===== src/rtl/pwm_gate_pkg.sv =====
package pwm_gate_pkg;

  typedef enum logic [1:0] {
    DRV_STOP  = 2'd0,
    DRV_RUN   = 2'd1,
    DRV_BRAKE = 2'd2
  } drv_mode_e;

  // Standby dominates; brake applies only when started.
  function automatic drv_mode_e decode_mode(input logic start_n, input logic brake_n);
    if (start_n) return DRV_STOP;
    if (!brake_n) return DRV_BRAKE;
    return DRV_RUN;
  endfunction

endpackage


===== src/rtl/pwm_carrier.sv =====
module pwm_carrier #(
  parameter int HALF = 126,
  localparam int CW = $clog2(HALF + 1)
) (
  input  logic          clk,
  input  logic          rst,
  output logic [CW-1:0] cnt_o,
  output logic          load_o,   // next value is a turning point
  output logic          wrap_o    // next value is 0 (period start)
);

  logic up;

  always_ff @(posedge clk) begin
    if (rst) begin
      cnt_o <= '0;
      up    <= 1'b1;
    end else if (up) begin
      if (cnt_o == CW'(HALF)) begin
        up    <= 1'b0;
        cnt_o <= cnt_o - 1'b1;
      end else begin
        cnt_o <= cnt_o + 1'b1;
      end
    end else begin
      if (cnt_o == CW'(1)) up <= 1'b1;
      cnt_o <= cnt_o - 1'b1;
    end
  end

  always_comb begin
    wrap_o = !up && (cnt_o == CW'(1));
    load_o = wrap_o || (up && (cnt_o == CW'(HALF - 1)));
  end


  cnt_range_chk: assert property (@(posedge clk) disable iff (rst) cnt_o <= CW'(HALF));

  zero_rising_chk: assert property (@(posedge clk) disable iff (rst) (cnt_o == '0) |-> up);

endmodule


===== src/rtl/pwm_deadband.sv =====
module pwm_deadband #(
  parameter int DEAD = 4,
  localparam int GW = $clog2(DEAD + 1)
) (
  input  logic clk,
  input  logic rst,
  input  logic hi_req,
  input  logic lo_req,
  input  logic kill,
  output logic hi_o,
  output logic lo_o
);

  logic [GW-1:0] gap;
  logic ready, hi_n, lo_n;

  always_comb begin
    ready = (gap == GW'(DEAD));
    hi_n  = !kill && hi_req && !lo_req && !lo_o && (hi_o || ready);
    lo_n  = !kill && lo_req && !hi_req && !hi_o && (lo_o || ready);
  end

  always_ff @(posedge clk) begin
    if (rst) begin
      hi_o <= 1'b0;
      lo_o <= 1'b0;
      gap  <= '0;
    end else begin
      hi_o <= hi_n;
      lo_o <= lo_n;
      if (hi_n || lo_n) gap <= '0;
      else if (!ready)  gap <= gap + 1'b1;
    end
  end

  // Independent count of cycles with both switches off.
  logic [GW-1:0] off_run;
  always_ff @(posedge clk) begin
    if (rst) off_run <= '0;
    else if (hi_o || lo_o) off_run <= '0;
    else if (off_run != GW'(DEAD)) off_run <= off_run + 1'b1;
  end


  no_overlap_chk: assert property (@(posedge clk) disable iff (rst) !(hi_o && lo_o));

  hi_gap_chk: assert property (@(posedge clk) disable iff (rst) $rose(hi_o) |-> off_run == GW'(DEAD));

  lo_gap_chk: assert property (@(posedge clk) disable iff (rst) $rose(lo_o) |-> off_run == GW'(DEAD));

endmodule


===== src/rtl/pwm_cp_div.sv =====
module pwm_cp_div #(
  parameter int DIV = 16,
  localparam int HW = DIV / 2,
  localparam int DW = (HW > 1) ? $clog2(HW) : 1
) (
  input  logic clk,
  input  logic rst,
  output logic cp_o
);

  logic [DW-1:0] cnt;

  always_ff @(posedge clk) begin
    if (rst) begin
      cnt  <= '0;
      cp_o <= 1'b0;
    end else if (cnt == DW'(HW - 1)) begin
      cnt  <= '0;
      cp_o <= !cp_o;
    end else begin
      cnt <= cnt + 1'b1;
    end
  end

endmodule


===== src/rtl/pwm_gate_ctrl.sv =====
module pwm_gate_ctrl
  import pwm_gate_pkg::*;
#(
  parameter int NPH      = 3,
  parameter int MOD_W    = 7,
  parameter int DUTY_W   = 8,
  parameter int DUTY_MIN = 12,
  parameter int DUTY_MAX = 128,
  parameter int HALF     = 126,
  parameter int DEAD     = 4,
  parameter int CP_DIV   = 16
) (
  input  logic                 clk,
  input  logic                 rst,
  input  logic [NPH*MOD_W-1:0] mod_word,
  input  logic [DUTY_W-1:0]    duty_cmd,
  input  logic                 start_n,
  input  logic                 brake_n,
  input  logic                 oc_flag,
  input  logic                 sq_mode,
  input  logic [NPH-1:0]       sq_hi,
  input  logic [NPH-1:0]       sq_lo,
  output logic [NPH-1:0]       gate_hi,
  output logic [NPH-1:0]       gate_lo,
  output logic                 cp_clk
);

  localparam int CW   = $clog2(HALF + 1);
  localparam int DSH  = $clog2(DUTY_MAX);
  localparam int PW   = MOD_W + DUTY_W;
  localparam int FULL = (1 << MOD_W) - 1;

  logic [CW-1:0] cnt;
  logic          load, wrap;

  pwm_carrier #(.HALF(HALF)) u_carrier (
    .clk(clk), .rst(rst), .cnt_o(cnt), .load_o(load), .wrap_o(wrap)
  );

  pwm_cp_div #(.DIV(CP_DIV)) u_cp (.clk(clk), .rst(rst), .cp_o(cp_clk));

  // Duty window: below the offset nothing conducts, above the clamp it saturates.
  logic [DUTY_W-1:0] duty_eff, duty_sh;
  always_comb begin
    if (duty_cmd < DUTY_W'(DUTY_MIN))      duty_eff = '0;
    else if (duty_cmd > DUTY_W'(DUTY_MAX)) duty_eff = DUTY_W'(DUTY_MAX);
    else                                   duty_eff = duty_cmd;
  end

  // Shadow registers loaded only at carrier turning points.
  logic [MOD_W-1:0] mod_sh [NPH];
  always_ff @(posedge clk) begin
    if (rst) begin
      duty_sh <= '0;
      for (int p = 0; p < NPH; p++) mod_sh[p] <= '0;
    end else if (load) begin
      duty_sh <= duty_eff;
      for (int p = 0; p < NPH; p++) mod_sh[p] <= mod_word[p*MOD_W +: MOD_W];
    end
  end

  // Overcurrent latch, released at the start of the next carrier period.
  logic oc_lat, kill;
  always_ff @(posedge clk) begin
    if (rst)          oc_lat <= 1'b0;
    else if (oc_flag) oc_lat <= 1'b1;
    else if (wrap)    oc_lat <= 1'b0;
  end
  assign kill = oc_flag || oc_lat;

  drv_mode_e mode;
  assign mode = decode_mode(start_n, brake_n);

  // Square-wave chopping level: full-scale word scaled by duty.
  logic [MOD_W-1:0] sq_level;
  logic             sq_pwm;
  always_comb begin
    logic [PW-1:0] sq_prod;
    sq_prod  = PW'(FULL) * PW'(duty_sh);
    sq_level = MOD_W'(sq_prod >> DSH);
    sq_pwm   = int'(sq_level) > int'(cnt);
  end

  for (genvar p = 0; p < NPH; p++) begin : g_phase
    logic [MOD_W-1:0] level;
    logic             want;
    logic             hi_q, lo_q;

    always_comb begin
      logic [PW-1:0] prod;
      prod  = PW'(mod_sh[p]) * PW'(duty_sh);
      level = MOD_W'(prod >> DSH);
      want  = int'(level) > int'(cnt);
    end

    always_ff @(posedge clk) begin
      if (rst) begin
        hi_q <= 1'b0;
        lo_q <= 1'b0;
      end else begin
        unique case (mode)
          DRV_RUN: begin
            if (duty_sh == '0) begin
              hi_q <= 1'b0;
              lo_q <= 1'b0;
            end else if (sq_mode) begin
              hi_q <= sq_hi[p] && sq_pwm;
              lo_q <= sq_lo[p] && !sq_hi[p];
            end else begin
              hi_q <= want;
              lo_q <= !want;
            end
          end
          DRV_BRAKE: begin
            hi_q <= 1'b0;
            lo_q <= 1'b1;
          end
          default: begin
            hi_q <= 1'b0;
            lo_q <= 1'b0;
          end
        endcase
      end
    end

    pwm_deadband #(.DEAD(DEAD)) u_db (
      .clk(clk), .rst(rst), .hi_req(hi_q), .lo_req(lo_q), .kill(kill),
      .hi_o(gate_hi[p]), .lo_o(gate_lo[p])
    );
  end


  oc_off_chk: assert property (@(posedge clk) disable iff (rst)
    oc_flag |=> (gate_hi == '0 && gate_lo == '0));

  stop_off_chk: assert property (@(posedge clk) disable iff (rst)
    (start_n && $past(start_n) && $past(start_n, 2)) |-> (gate_hi == '0 && gate_lo == '0));

  brake_hi_off_chk: assert property (@(posedge clk) disable iff (rst)
    ($past(!start_n && !brake_n) && $past(!start_n && !brake_n, 2)) |-> gate_hi == '0);

endmodule


===== config.mk =====
export PLATFORM = sky130hd
export DESIGN_NAME = pwm_gate_ctrl
export DESIGN_NICKNAME = d
export VERILOG_FILES = /design/src/rtl/pwm_gate_pkg.sv /design/src/rtl/pwm_carrier.sv /design/src/rtl/pwm_deadband.sv /design/src/rtl/pwm_cp_div.sv /design/src/rtl/pwm_gate_ctrl.sv
export SDC_FILE = /design/constraint.sdc
export NUM_CORES = 1
export LEC_CHECK = 0
export ABC_AREA = 0
export BUFFER_PORTS_ARGS = -buffer_cell sky130_fd_sc_hd__buf_2
export CAP_MARGIN = 20
export CORE_MARGIN = 1
export CORE_UTILIZATION = 65
export CTS_BUF_LIST = sky130_fd_sc_hd__clkbuf_8
export DETAILED_ROUTE_END_ITERATION = 7
export PLACE_DENSITY = 0.89
export SYNTH_ARGS = -nofsm -noshare
export SYNTH_HDL_FRONTEND = slang
export SYNTH_HIERARCHICAL = 1
export SYNTH_SLANG_ARGS = --single-unit
export TNS_END_PERCENT = 5

===== constraint.sdc =====
create_clock -name clk -period 12.48 [get_ports clk]
set_input_delay 0.624 -clock clk [delete_from_list [all_inputs] [get_ports clk]]
set_output_delay 0.624 -clock clk [all_outputs]
set_load 0.02 [all_outputs]

==> qor.yml, run 1 <==
power_and_ir_drop:
  p_sw_share_pct: 27.6
  comb_power_share_pct: 10.5
  power.total_w: 0.000479
  netSwitchingPower_w: 0.000132
  p_seq_share_pct: 48.6
  p_int_w: 0.000347
  powerDensity_mw_per_mm2: 48.4
  p_leak_nw: 5.27
  p_clk_share_pct: 40.9
  ir_drop_v: 0.0000620
yosys:
  synth_edf_count: 21
  synthCells: 971
  synth_top_area_share_pct: 22.3
  yosysWarnings: 6
  syn_area_sq_mm: 0.00926
  synth_nets: 1274
  synthAdderAreaFrac_pct: 43.7
  synth.most_common_cell: "ha_1"
  ys_seq_elements: 63
  ys_async_sr_fraction_pct: 0
  synth.largest_area_cell: "fa_1"
  yosys.area_share.simple_pct: 19.7
  synth_top_flop_cell: "dfxtp_1"
  muxShareOfSynthArea_pct: 0.783
  synth-compound-area-share_pct: 9.12
  ys_top_cells_by_count: "ha_1, and2_1, inv_1"
  yosysUniqueCellTypes: 64
  synthTopCellsByArea: "fa_1, ha_1, and2_1"
  synth_top_family_by_area: "adder cells"
  synth_seq_area_share_pct: 15.9
  synthXorXnorAreaFrac_pct: 4.26
  synth_area_per_cell_sq_um: 9.54
setup_path:
  required_ns: 12.72
  critPathLaunchType: "flip-flop"
  slowest_stage: "dfxtp_1"
  critPathKind: "reg2reg"
  worstPathArrival_ns: 6.37
  crit_top_cell: "fa_1"
  cpPeakStageDelay_ns: 0.67
  path_cells: "buf_4 -> nand2_1 -> fa_1 -> fa_1 -> inv_1 -> fa_1 -> inv_1 -> fa_1 -> inv_1 -> ha_1 -> or3_1 -> o22ai_2 -> o21ai_0 -> a21oi_1 -> xnor2_1 -> ha_1 -> a21o_1 -> a21oi_1 -> a211o_1 -> a31o_2 -> a31oi_1 -> nor2_1"
  path_max_fanout: 15
  cp-end-kind: "flip-flop"
layout:
  n_antenna_cell: 0
  final.fill_count: 1004
  final_nets: 1318
  area_growth_pct: 6.79
  design_area_sq_mm: 0.00989
  drive_gt1_share_pct: 8.92
floorplan:
  die_h_um: 121
  die_w_um: 121
  boundaryPins: 48
  fp.dieArea_sq_mm: 0.0147
  rows: 43
  fp.coreArea_sq_mm: 0.0139
  start_util_pct: 66.7
global_routing:
  track_usage_pct: 29.4
  antenna_found_initial: 0
  grt_max_degree: 40
  grt_overflow: 0
  grt_pass1_vias: 7216
  grt_pass1_wl_mm: 33.7
clock_network:
  cts_made_buffers: 9
  cts_tree: "built"
  clk_latency_ns: 0.38
  hold_buffers: 0
  cts-resized-gates: 0
  cts_setup_buffers: 0
  clk_pin_slew_ns: 0.08
  clockRootBuffer: "clkbuf_8"
  max-clock-path-buffers: 2
  clkSinkCount: 63
  h-tree-depth: 3
timing:
  hold_viol: 0
  holdWs_ns: 0.427
  worstMarginPinSlew_ns: 1.07
  slew_headroom_pct: 28.4
  setup_tns_ns: 0
  rsz0062_at_grt: "false"
  fin_crit_sh_pct: 49.1
  period_minus_slack_ns: 6.13
  fin_worst_skew_ns: 0.00902
  setup_viol: 0
  drv_slew: 0
  fmax_mhz: 163
drt:
  avgRoutedWirePerCell_um: 16.6
  vias: 7021
  drtIter0Drc: 401
  wl_met2_mm: 9.90
  first_pass_iters: 5
  top_layer: "met4"
  met3WireLength_mm: 1.16
  routed_wl_mm: 19.9
  viasPerCell: 5.85
  final_antenna_net_count: 0
  drc: 0
  wl_met1_mm: 8.37
run:
  cap_violations: 0
place:
  place_congestion: 0.886
  dp_hpwl_mm: 15.4
  place_area_sq_mm: 0.00968
  port_buffers: 47
hold_path:
  min_path_type: "reg2reg"
status:
  outcome: "finished, final reports clean"
## power by group through the flow
stage          registers [W]  clock network (W)   logic, W
4_1_cts             0.000232           0.000196  0.0000502
2_1_floorplan       0.000232                  0  0.0000343
3_3_place_gp        0.000236                  0  0.0000466
6_report            0.000233           0.000196  0.0000504
3_5_place_dp        0.000237                  0  0.0000496
5_1_grt             0.000234           0.000205  0.0000567
## cells by family after synthesis
| family | Yosys count |
|---|---|
| xor+xnor | 45 |
| flops | 63 |
| mux | 7 |
| compound gates | 122 |
| buf+inv | 157 |
| simple gates | 315 |
| fa+ha+maj | 262 |
## area by class of cell
type | count | area (sq um) | share of cell area [%]
tap | 180 | 225 | 2.28
timing repair buffer | 55 | 295 | 2.99
sequential | 63 | 1470 | 14.9
clock inverter | 5 | 56.3 | 0.569
multi-input combinational | 751 | 7190 | 72.6
clock buffer | 11 | 151 | 1.53
inverter | 135 | 507 | 5.12
## layout by cell type, fill, tap and decap left out, types with 9 or more instances in the layout
master and n:
xnor2_1 30, nor2b_1 11, nand2_1 50, a21o_1 14, nand4_1 9, fa_1 103, a21oi_1 33, edfxtp_1 21
o21ai_0 22, ha_1 159, nor3_1 20, dfxtp_1 42, nand3_1 14, clkbuf_8 11, xor2_1 15, buf_2 47
and2_1 152, inv_1 136, nor2_1 29
## registers in the layout (all words and copies together), names as in the netlist, 3 cells and up
name	count
mod_sh	21
g_phase.u_db/gap	9
duty_sh	8
u_carrier/cnt_o	7
g_phase.hi_q	3
g_phase.lo_q	3
g_phase.u_db/hi_o	3
g_phase.u_db/lo_o	3
u_cp/cnt	3
## routing by layer
metal	vias to the layer above	track usage (%)
li1	3309	-
met1	3475	38.0
met2	200	49.7
met3	37	4.84
met4	0	10.3
met5	-	0
## path summary, 6_finish.rpt
check                                  from         endpoint  slack [ns]  cells past startpoint
worst max-delay path             duty_sh[2]  g_phase[1].lo_q        6.35                     22
worst min-delay path            u_cp/cnt[0]      u_cp/cnt[0]        0.43                      1
worst max register to register   duty_sh[2]  g_phase[1].lo_q        6.35                     22
worst min register to register  u_cp/cnt[0]      u_cp/cnt[0]        0.43                      1
## through the flow
step,utilization [%],setup slack [ns],instances
finish,71.3,6.35,1200
global route,71.3,6.05,1200
CTS,71.3,6.36,1200
detailed placement,69.8,6.37,1184
global placement,69.8,6.65,1184
floorplan,-,6.94,971
## worst max-delay path: cells and delay by family (launching register included)
kind	cells	cell delay [ns]
and+or+nand+nor	3	0.54
xor gates and xnor gates	1	0.09
buffers and inverters	4	0.47
DFF	1	0.67
AOI/OAI and AO/OA	8	1.54
adders and majority gates	6	2.66
No activity file was read; power rests on OpenSTA's default activity.
==> inputs of run 2 (changes only) <==
--- a/config.mk
+++ b/config.mk
@@ -5,14 +5,14 @@
 export SDC_FILE = /design/constraint.sdc
 export NUM_CORES = 1
 export LEC_CHECK = 0
-export ABC_AREA = 0
+export ABC_AREA = 1
 export BUFFER_PORTS_ARGS = -buffer_cell sky130_fd_sc_hd__buf_2
 export CAP_MARGIN = 20
 export CORE_MARGIN = 1
-export CORE_UTILIZATION = 65
+export CORE_UTILIZATION = 59
 export CTS_BUF_LIST = sky130_fd_sc_hd__clkbuf_8
 export DETAILED_ROUTE_END_ITERATION = 7
-export PLACE_DENSITY = 0.89
+export PLACE_DENSITY = 0.85
 export SYNTH_ARGS = -nofsm -noshare
 export SYNTH_HDL_FRONTEND = slang
 export SYNTH_HIERARCHICAL = 1
==> constraint.sdc (replaced) <==
create_clock -name clk -period 5.5 [get_ports clk]
set_input_delay 0.275 -clock clk [delete_from_list [all_inputs] [get_ports clk]]
set_output_delay 0.275 -clock clk [all_outputs]
set_load 0.02 [all_outputs]
==> run 2 against run 1 <==
Global-route usage down 0.54 points. Non-clock buffer count up 14. Count of clock-buffer cells in the layout shrank 2. Register-to-register slack got worse by 6.0 ns. Core utilization down 6.9 points. Worst hold slack lost 0.28 ns. Largest power group unchanged. Fmax rose by 19%.
==> qor.yml, run 2 <==
layout:
  area_growth_pct: 6.61
  final_nets: 1810
  final_common_cell: "inv_1"
  design_area_sq_mm: 0.0111
  drive_gt1_share_pct: 8.20
  largest_reg_flops: 21
  largestRegisters: "mod_sh: 21 flops, g_phase.u_db/gap: 9 flops, duty_sh: 8 flops"
  top_register: "mod_sh"
  final_cell_mix: "inv_1, nand2_1, ha_1"
  n_antenna_cell: 0
setup_path:
  critPathKind: "reg2reg"
  cp-end-kind: "flip-flop"
  required_ns: 5.75
  ff2ff_setup_slack_ns: 0.35
  path_max_fanout: 14
  cpPeakStageDelay_ns: 0.53
  crit-reg2reg-capture: "g_phase[2].lo_q"
  r2r_cells: 28
  crit_top_cell: "nand2_1"
  slowest_stage: "fa_1"
  worstPathArrival_ns: 5.41
  critPathLaunchType: "flip-flop"
  r2r-start: "duty_sh[5]"
timing:
  fin_crit_sh_pct: 93.7
  worstMarginPinSlew_ns: 0.532
  fmax_mhz: 194
  holdWs_ns: 0.151
  setup_viol: 0
  drv_slew: 0
  hold_viol: 0
  fin_worst_skew_ns: 0.00971
  period_minus_slack_ns: 5.15
  setup_tns_ns: 0
  slew_headroom_pct: 64.5
  rsz0062_at_grt: "false"
power_and_ir_drop:
  powerDensity_mw_per_mm2: 102
  p_int_w: 0.000761
  p_sw_share_pct: 33.3
  netSwitchingPower_w: 0.000379
  p_leak_nw: 7.21
  p_clk_share_pct: 32.9
  p_seq_share_pct: 48.5
  ir_drop_v: 0.000117
  comb_power_share_pct: 18.6
clock_network:
  clockRootBuffer: "clkbuf_8"
  clk_pin_slew_ns: 0.08
  hold_buffers: 0
  max-clock-path-buffers: 2
  cts_tree: "built"
  clk_latency_ns: 0.37
  clkSinkCount: 63
  h-tree-depth: 3
  cts_made_buffers: 9
drt:
  drc: 0
  vias: 9028
  drtIter0Drc: 640
  avgRoutedWirePerCell_um: 13.6
  viasPerCell: 5.20
  final_antenna_net_count: 0
  first_pass_iters: 5
  routed_wl_mm: 23.7
global_routing:
  grt_overflow: 0
  track_usage_pct: 28.9
  grt_max_degree: 30
  grt_pass1_vias: 9269
  grt_pass1_wl_mm: 41.7
  antenna_found_initial: 0
floorplan:
  rows: 48
  fp.coreArea_sq_mm: 0.0173
  die_h_um: 135
  die_w_um: 135
  start_util_pct: 60.3
  fp.dieArea_sq_mm: 0.0182
  boundaryPins: 48
place:
  dp_hpwl_mm: 19.1
  port_buffers: 47
  place_congestion: 0.914
  place_area_sq_mm: 0.0110
yosys:
  synth_top_area_share_pct: 19.8
  synth.most_common_cell: "inv_1"
  ys_seq_elements: 63
  ys_top_cells_by_count: "inv_1, nand2_1, ha_1"
  synth_edf_count: 21
  synthCells: 1464
  synth_nets: 1767
  synth_top_flop_cell: "dfxtp_1"
  synthTopCellsByArea: "fa_1, ha_1, inv_1"
  yosysWarnings: 6
  synth.largest_area_cell: "fa_1"
  yosysUniqueCellTypes: 40
  ys_async_sr_fraction_pct: 0
  synth_seq_area_share_pct: 14.1
  synth_area_per_cell_sq_um: 7.13
  syn_area_sq_mm: 0.0104
hold_path:
  hp-start: "oc_flag"
  whs_path_depth: 3
  min_path_type: "in2reg"
  min_to: "oc_lat"
status:
  outcome: "finished, final reports clean"
run:
  cap_violations: 0
==> run 2: cell count changes in the layout (fill, tap and decap cells not counted), sizes merged, moves of 7 or more <==
cell / delta
o21ai: +11
or4b: -7
nand2: +331
nor3: -15
buf: +14
a21o: -9
and2: -152
a21oi: +26
nor2: +88
nor2b: -11
xnor2: -21
inv: +242
nand3: +41
==> run 2: power by group through the flow <==
stage / Combinational, W / Sequential (W) / Clock, W
6_report: 0.000212 / 0.000553 / 0.000376
4_1_cts: 0.000212 / 0.000553 / 0.000382
2_1_floorplan: 0.000171 / 0.000545 / 0
3_3_place_gp: 0.000201 / 0.000562 / 0
3_5_place_dp: 0.000210 / 0.000563 / 0
5_1_grt: 0.000242 / 0.000557 / 0.000399
==> run 2: area by class of cell <==
| type | count | area (sq um) |
|---|---|---|
| Clock buffer | 9 | 124 |
| Clock inverter | 7 | 41.3 |
| Fill cell | 1466 | 6170 |
| Inverter | 378 | 1420 |
| Multi-Input combinational cell | 986 | 7370 |
| Sequential cell | 63 | 1470 |
| Tap cell | 225 | 282 |
| Timing Repair Buffer | 69 | 413 |
==> run 2: cell families (layout without fill, tap and decap cells) <==
family | count (synthesis) | count (layout) | synth area share [%]
compound gates | 119 | 119 | 6.29
flops | 63 | 63 | 14.1
fa+ha+maj | 262 | 262 | 38.8
buf+inv | 415 | 463 | 15.3
simple gates | 576 | 576 | 23.1
xor+xnor | 29 | 29 | 2.43
==> run 2: worst max-delay path by stage <==
| stage | start | to | slack, ns | depth (start not counted) |
|---|---|---|---|---|
| after global placement | duty_sh[4] | g_phase[0].lo_q | 0.45 | 25 |
| after CTS | duty_sh[4] | g_phase[0].lo_q | 0.24 | 25 |
| after global routing | duty_sh[5] | g_phase[2].lo_q | 0.009 | 24 |
| after floorplan | duty_sh[0] | g_phase[0].lo_q | 0.48 | 24 |
| after detailed placement | duty_sh[4] | g_phase[0].lo_q | 0.26 | 25 |
| final | duty_sh[5] | g_phase[2].lo_q | 0.35 | 28 |
==> run 2: timing repair <==
action	4_1_cts	5_1_grt
resized for setup	0	2
setup endpoints to repair	0	4
buffers inserted	0	0
==> run 2: per-layer routing <==
metal  vias to the layer above  GRT usage [%]  part of all wire [%]
met4                         0           12.4                   3.4
li1                       4477              -                     -
met1                      4205           36.0                    42
met2                       277           49.4                    48
met3                        69           4.77                   6.7
met5                         -              0                     0
==> run 2: worst max-delay path: cells and delay by family, from the launching register on <==
kind | cells | cell delay, ns
AO/OA/AOI/OAI | 4 | 0.61
adder cells (fa/ha/maj) | 6 | 2.60
buffers and inverters | 7 | 0.57
AND/OR/NAND/NOR | 11 | 0.77
flip-flops | 1 | 0.48
==> run 2: stage by stage <==
stage / setup WS (ns) / power [W] / utilization [%] / cells
global route: 0.00936 / 0.00120 / 64.3 / 1737
floorplan: 0.480 / 0.000716 / - / 1464
CTS: 0.240 / 0.00115 / 64.3 / 1737
finish: 0.345 / 0.00114 / 64.3 / 1737
detailed placement: 0.256 / 0.000774 / 63.3 / 1721
global placement: 0.448 / 0.000762 / 63.3 / 1721
==> inputs of run 3 (changes only) <==
--- a/config.mk
+++ b/config.mk
@@ -8,8 +8,10 @@
 export ABC_AREA = 1
 export BUFFER_PORTS_ARGS = -buffer_cell sky130_fd_sc_hd__buf_2
 export CAP_MARGIN = 20
+export CELL_PAD_IN_SITES_DETAIL_PLACEMENT = 1
+export CELL_PAD_IN_SITES_GLOBAL_PLACEMENT = 1
 export CORE_MARGIN = 1
-export CORE_UTILIZATION = 59
+export CORE_UTILIZATION = 43
 export CTS_BUF_LIST = sky130_fd_sc_hd__clkbuf_8
 export DETAILED_ROUTE_END_ITERATION = 7
 export PLACE_DENSITY = 0.85
==> constraint.sdc (replaced) <==
create_clock -name clk -period 4.57 [get_ports clk]
set_input_delay 0.2285 -clock clk [delete_from_list [all_inputs] [get_ports clk]]
set_output_delay 0.2285 -clock clk [all_outputs]
set_load 0.02 [all_outputs]
==> run 3 against run 2 <==
The run now ends with setup timing left. Clock power rose by 75%. First-iteration DRC count rose by 13%. Sequential power rose by 20%.
==> qor.yml, run 3 (synthesis results as in run 2) <==
timing:
  hold_viol: 0
  period_minus_slack_ns: 5.33
  fmax_mhz: 187
  fin_worst_skew_ns: 0.0174
  rsz0062_at_grt: "true"
  worstMarginPinSlew_ns: 0.603
  slew_headroom_pct: 59.7
  holdWs_ns: 0.130
  drv_slew: 0
  setup_viol: 6
  fin_crit_sh_pct: 117
  fin_ws_ns: -0.765
clock_network:
  h-tree-depth: 3
  cts_tree: "built"
  max-clock-path-buffers: 2
  clk_latency_ns: 0.40
  clkSinkCount: 63
  clk_pin_slew_ns: 0.10
  cts_made_buffers: 9
  hold_buffers: 0
  clockRootBuffer: "clkbuf_8"
layout:
  final_util_pct: 53.8
  area_growth_pct: 21.7
  final_cell_mix: "inv_1, nand2_1, ha_1"
  design_area_sq_mm: 0.0127
  top_register: "mod_sh"
  drive_gt1_share_pct: 19.9
  largestRegisters: "mod_sh: 21 flops, g_phase.u_db/gap: 9 flops, duty_sh: 8 flops"
  final_cell_count_no_fill: 1935
  largest_reg_flops: 21
  n_antenna_cell: 0
  final_common_cell: "inv_1"
  final_nets: 1914
global_routing:
  grt_max_degree: 23
  grt_pass1_vias: 11500
  track_usage_pct: 31.4
  grt_pass1_wl_mm: 59.7
  antenna_found_initial: 0
  grt_overflow: 0
setup_path:
  cp-end-kind: "flip-flop"
  worstPathArrival_ns: 5.64
  critPathKind: "reg2reg"
  path_max_fanout: 4
  critPathLaunchType: "flip-flop"
  required_ns: 4.87
status:
  violations: "setup timing"
  outcome: "finished with violations"
power_and_ir_drop:
  p_leak_nw: 7.84
  powerDensity_mw_per_mm2: 130
  power.total_w: 0.00165
  ir_drop_v: 0.000158
hold_path:
  min_path_type: "in2reg"
run:
  cap_violations: 0
floorplan:
  start_util_pct: 44.2
  boundaryPins: 48
  die_w_um: 158
  fp.coreArea_sq_mm: 0.0236
  die_h_um: 158
  rows: 56
  fp.dieArea_sq_mm: 0.0249
place:
  place_area_sq_mm: 0.0118
  place_inst: 1898
  dp_hpwl_mm: 26.3
  port_buffers: 47
  place_congestion: 0.902
drt:
  first_pass_iters: 5
  vias: 10600
  routed_wl_mm: 41.1
  avgRoutedWirePerCell_um: 21.3
  drc: 0
  final_antenna_net_count: 0
  drtIter0Drc: 720
  viasPerCell: 5.48
[run 3: cell count changes in the layout (fill, tap and decap cells not counted), sizes merged]
cell | before | now
clkinv | 6 | 1
bufinv | 0 | 3
buf | 69 | 173
inv | 379 | 381
[run 3: layout make-up]
cell class | count | area [sq um]
fill | 3012 | 10900
multi-input combinational | 986 | 7890
sequential | 63 | 1490
inverter | 378 | 1420
timing repair buffer | 173 | 1250
tap | 319 | 399
clock inverter | 7 | 125
clock buffer | 9 | 124
[run 3: metrics by stage]
stage,setup TNS (ns),worst slack [ns]
after floorplan,-0.00816,-0.00816
after global placement,-1.54,-0.347
after detailed placement,-2.48,-0.504
after CTS,-1.50,-0.270
after global routing,-4.44,-0.878
final,-3.76,-0.765
[run 3: final timing paths]
check	startpoint	to	slack (ns)	depth (start not counted)
worst min-delay path	oc_flag	oc_lat	0.13	3
worst max register to register	mod_sh[0][17]	g_phase[2].lo_q	-0.76	24
worst min register to register	u_cp/cnt[0]	u_cp/cnt[0]	0.42	1
worst max-delay path	mod_sh[0][17]	g_phase[2].lo_q	-0.76	24
[run 3: critical path, stage by stage, from the launching register on]
cell	delay (ns)
edfxtp_1	0.46
buf_4	0.17
nand2_1	0.08
inv_1	0.07
fa_1	0.58
fa_1	0.48
fa_1	0.57
inv_1	0.06
fa_1	0.49
inv_1	0.10
ha_4	0.33
nand2_1	0.11
o21a_2	0.23
nand2_4	0.10
nand2_2	0.06
nand3_1	0.09
nand2_1	0.08
ha_1	0.29
nand2_2	0.11
a21oi_1	0.07
nor2_1	0.18
nand2_1	0.14
nand2_2	0.13
nand2_2	0.07
a21oi_2	0.19
[run 3: where the power goes]
group	internal, W	switching [W]	total (W)
sequential	0.000618	0.0000434	0.000661
combinational	0.000123	0.000208	0.000331
clock	0.000369	0.000289	0.000658
[run 3: what timing repair did]
action                     in CTS  in global routing
setup endpoints to repair       6                  6
pin swaps                      34                 23
gates resized for setup        68                 40
setup buffers                  14                  7
[run 3: layer usage]
layer	GRT usage [%]	wire length, um
met5	0	0
met4	16.5	2760
met3	5.42	2560
met2	55.3	20400
met1	36.2	15500
